`src/rtl/burst_wrap_addr.sv`:
```
module burst_wrap_addr #(
  parameter int ADDR_W    = 24,
  parameter int MIN_WIN_W = 3
) (
  input  logic              clk,
  input  logic              rst_n,
  input  logic              cfg_we,
  input  logic [2:0]        cfg_wrap,
  input  logic              cs_n,
  input  logic              start,
  input  logic [ADDR_W-1:0] start_addr,
  input  logic              advance,
  output logic [ADDR_W-1:0] addr,
  output logic              active
);
  localparam logic [ADDR_W-1:0] ONE = {{(ADDR_W-1){1'b0}}, 1'b1};

  logic [2:0]        cfg_q;
  logic              wrap_on;
  logic [ADDR_W-1:0] win_mask;
  logic [ADDR_W-1:0] cfg_mask;
  logic [ADDR_W-1:0] addr_inc;
  logic [ADDR_W-1:0] addr_next;
  logic              take_start;

  assign take_start = !cs_n && start;
  assign cfg_mask   = (ONE << (MIN_WIN_W + int'(cfg_q[2:1]))) - ONE;
  assign addr_inc   = addr + ONE;
  assign addr_next  = wrap_on ? ((addr & ~win_mask) | (addr_inc & win_mask)) : addr_inc;

  always_ff @(posedge clk or negedge rst_n) begin
    if (!rst_n)      cfg_q <= 3'b001;
    else if (cfg_we) cfg_q <= cfg_wrap;
  end

  always_ff @(posedge clk or negedge rst_n) begin
    if (!rst_n) begin
      addr     <= '0;
      active   <= 1'b0;
      wrap_on  <= 1'b0;
      win_mask <= '0;
    end else if (take_start) begin
      addr     <= start_addr;
      active   <= 1'b1;
      wrap_on  <= !cfg_q[0];
      win_mask <= cfg_mask;
    end else if (cs_n) begin
      active   <= 1'b0;
    end else if (active && advance) begin
      addr     <= addr_next;
    end
  end
endmodule


```
`config.mk`:
```
export PLATFORM = sky130hd
export DESIGN_NAME = burst_wrap_addr
export DESIGN_NICKNAME = d
export VERILOG_FILES = /design/src/rtl/burst_wrap_addr.sv
export SDC_FILE = /design/constraint.sdc
export NUM_CORES = 1
export LEC_CHECK = 0
export ABC_AREA = 1
export CAP_MARGIN = 10
export CELL_PAD_IN_SITES_DETAIL_PLACEMENT = 0
export CELL_PAD_IN_SITES_GLOBAL_PLACEMENT = 1
export CORE_ASPECT_RATIO = 0.75
export CORE_MARGIN = 5
export CORE_UTILIZATION = 37
export CTS_BUF_LIST = sky130_fd_sc_hd__clkbuf_8
export DETAILED_ROUTE_END_ITERATION = 12
export GPL_ROUTABILITY_DRIVEN = 0
export PLACE_DENSITY_LB_ADDON = 0.1
export SLEW_MARGIN = 10
export SYNTH_ARGS = -nofsm -noshare
export SYNTH_HDL_FRONTEND = slang
export SYNTH_SLANG_ARGS = --single-unit
```
`constraint.sdc`:
```
create_clock -name clk -period 1.7 [get_ports clk]
set_clock_uncertainty 0.1 [all_clocks]
set_input_delay 0.34 -clock clk [delete_from_list [all_inputs] [get_ports clk]]
set_output_delay 0.34 -clock clk [all_outputs]
set_load 0.03 [all_outputs]
```
==> flow_summary.yaml <==
place:
  dp_hpwl_um: 5680
  portBuffers: 57
  placed_area_um2: 3450
critical_path:
  cp-start-kind: "register"
  r2r_cells: 9
  crit_family: "flip-flops"
  required_ps: 1260
  path_class: "reg2out"
  cp_num_buf_inv: 1
  slowest_delay_ps: 470
  crit_path_end_kind: "output pin"
  crit_arrival_ps: 1200
  crit_slowest_cell: "dfrtp_1"
  crit_fanout: 5
  rr_startpoint: "addr[0]"
  rrSetupSlack_ps: 120
  worstPathCellList: "dlygate4sd2_1"
power_and_ir_drop:
  leakage_uw: 0.00166
  cellPowerDensity_nw_per_um2: 1060
  peakVddDrop_uv: 461
  power_uw: 3860
yosys:
  synth_area_um2: 2580
  netlist_instances: 361
  yosysWarnings: 0
  synth-edff-count: 0
  synth_cell_types: 37
  synth_flop_cell: "dfrtp_1"
  seq_area_frac_synth_pct: 41.7
  ys_ff_latch: 43
  async_reset_ff_share_pct: 100
  syn_avg_cell_area_um2: 7.15
hold_path:
  hold_class: "reg2reg"
  min_from: "win_mask[0]"
  min_to: "win_mask[0]"
  hold_depth: 2
clock_tree:
  clock_sinks: 43
  cts_htree_levels: 2
  clkTransAtPathRegs_ps: 90
  cts_made_buffers: 5
  cts_buffer_depth: 2
  worstSkewPairLatency_ps: 300
  cts_tree: "yes"
  root_buffer: "clkbuf_8"
timing:
  min_period_ps: 1640
  max_freq_mhz: 609
  finalSetupViolCount: 0
  maxSlewViolCount: 0
  rsz0062_at_grt: "true"
  period_share_pct: 96.6
  hold_violations: 0
  hold_ws_ps: 361
run_status:
  run_status: "complete, no violations"
global_route:
  antenna_found_initial: 0
  grt_pass1_vias: 2557
  globalRouteTotalUtil_pct: 18.1
  grt_max_degree: 44
  grt_overflow: 0
  grt_pass1_wl_um: 12500
drt:
  wl_per_cell_um: 13.9
  dr_wl_met2_um: 3260
  avgViaCountPerCell: 4.85
  routed_wl_um: 7430
  route.top_layer_used: "met4"
  met1Wirelength_um: 3740
  drt-initial-drc-count: 117
  vias: 2600
  wl_met3_um: 372
  dr.pass1.iters: 4
  drc: 0
  antenna_left: 0
floorplanning:
  die_h_um: 82.3
  core_area_um2: 6800
  io_pins: 58
  die-area_um2: 8760
  rows: 26
  initial_core_util_pct: 38.0
  die_w_um: 106
cells_and_area:
  area_delta_synth_final_pct: 40.7
  fin_area_um2: 3630
  multi_input_area_um2: 1390
  nets: 487
  drive_above_1_share_pct: 17.9
  final_common_cell: "nand2_1"
  layout_common_cells: "nand2_1, nor2_1, dfrtp_1, inv_1, clkdlybuf4s50_1"
  nFillCells: 701
  regArea_um2: 1090
  antenna_cells: 0
run:
  cap_violations: 0
## metal layers
metal / up-vias / track usage, %
li1: 1362 / -
met1: 1170 / 25.8
met2: 60 / 28.6
met3: 8 / 3.42
met4: 0 / 4.21
met5: - / 0
## layout make-up
class	count	area share (%)
Timing Repair Buffer	89	21.9
Clock buffer	6	2.27
Tap cell	84	2.89
Sequential cell	43	29.9
Multi-Input combinational cell	271	38.3
Inverter	41	4.24
Clock inverter	2	0.448
## how the worst max path moves through the flow
stage / startpoint / endpoint / slack, ps / depth (start not counted)
finish: register / addr[13] / 60 / 1
detailed placement: start / register / -290 / 8
CTS: start / register / 20 / 8
floorplan: register / register / 100 / 8
global route: register / register / -20 / 9
global placement: start / register / -290 / 8
## cells in the mapped netlist, types with 4 or more instances
cell type	count	area, um2
nand2_1	94	353
nor2_1	44	165
dfrtp_1	42	1050
inv_1	32	120
a21oi_1	28	140
o21ai_1	22	110
nand3_1	20	100
o21ai_0	11	55.1
inv_2	8	30.0
a22oi_1	5	37.5
nor2_2	4	25.0
o21ai_2	4	35.0
o21bai_1	4	30.0
## through the flow
| stage | worst slack, ps | util (%) | TNS [ps] | cells |
|---|---|---|---|---|
| 6_report | 58.2 | 53.4 | 0 | 536 |
| 5_1_grt | -16.7 | 53.4 | -36.3 | 536 |
| 4_1_cts | 21.7 | 51.9 | 0 | 534 |
| 3_5_place_dp | -295 | 50.8 | -4900 | 525 |
| 3_3_place_gp | -293 | 50.8 | -4220 | 525 |
| 2_1_floorplan | 98.0 | - | 0 | 363 |
## where the power goes
| group | internal, uW | switching [uW] |
|---|---|---|
| Combinational | 666 | 1010 |
| Sequential | 1240 | 233 |
| Clock | 332 | 388 |
| Total | 2230 | 1630 |
## tightest hold or removal path, delay by kind of cell (launching register included)
kind	cells	cell delay [ps]
buffers and inverters	1	50
flip-flops	1	340
AND/OR/NAND/NOR	1	50
## timing repair
action / in CTS / in global routing
setup buffers: 0 / 2
endpoints found under the setup margin: 25 / 17
endpoints found under the hold margin: 42 / 0
hold buffers: 1 / 0
pin swaps: 0 / 3
gates resized for setup: 25 / 25
## cells by family (layout without fill, tap and decap cells)
group                      Yosys count  after routing  synth area share (%)
and+or+nand+nor                    173            173                  28.0
AOI/OAI and AO/OA                   86             86                  19.1
muxes                                1              1                 0.436
buffers and inverters               49            138                  7.56
adders and majority gates            3              3                  1.45
other                                2              4                 0.291
xor gates and xnor gates             4              4                  1.36
DFF                                 43             43                  41.7
Note: power is estimated with default switching activity, not from simulation.
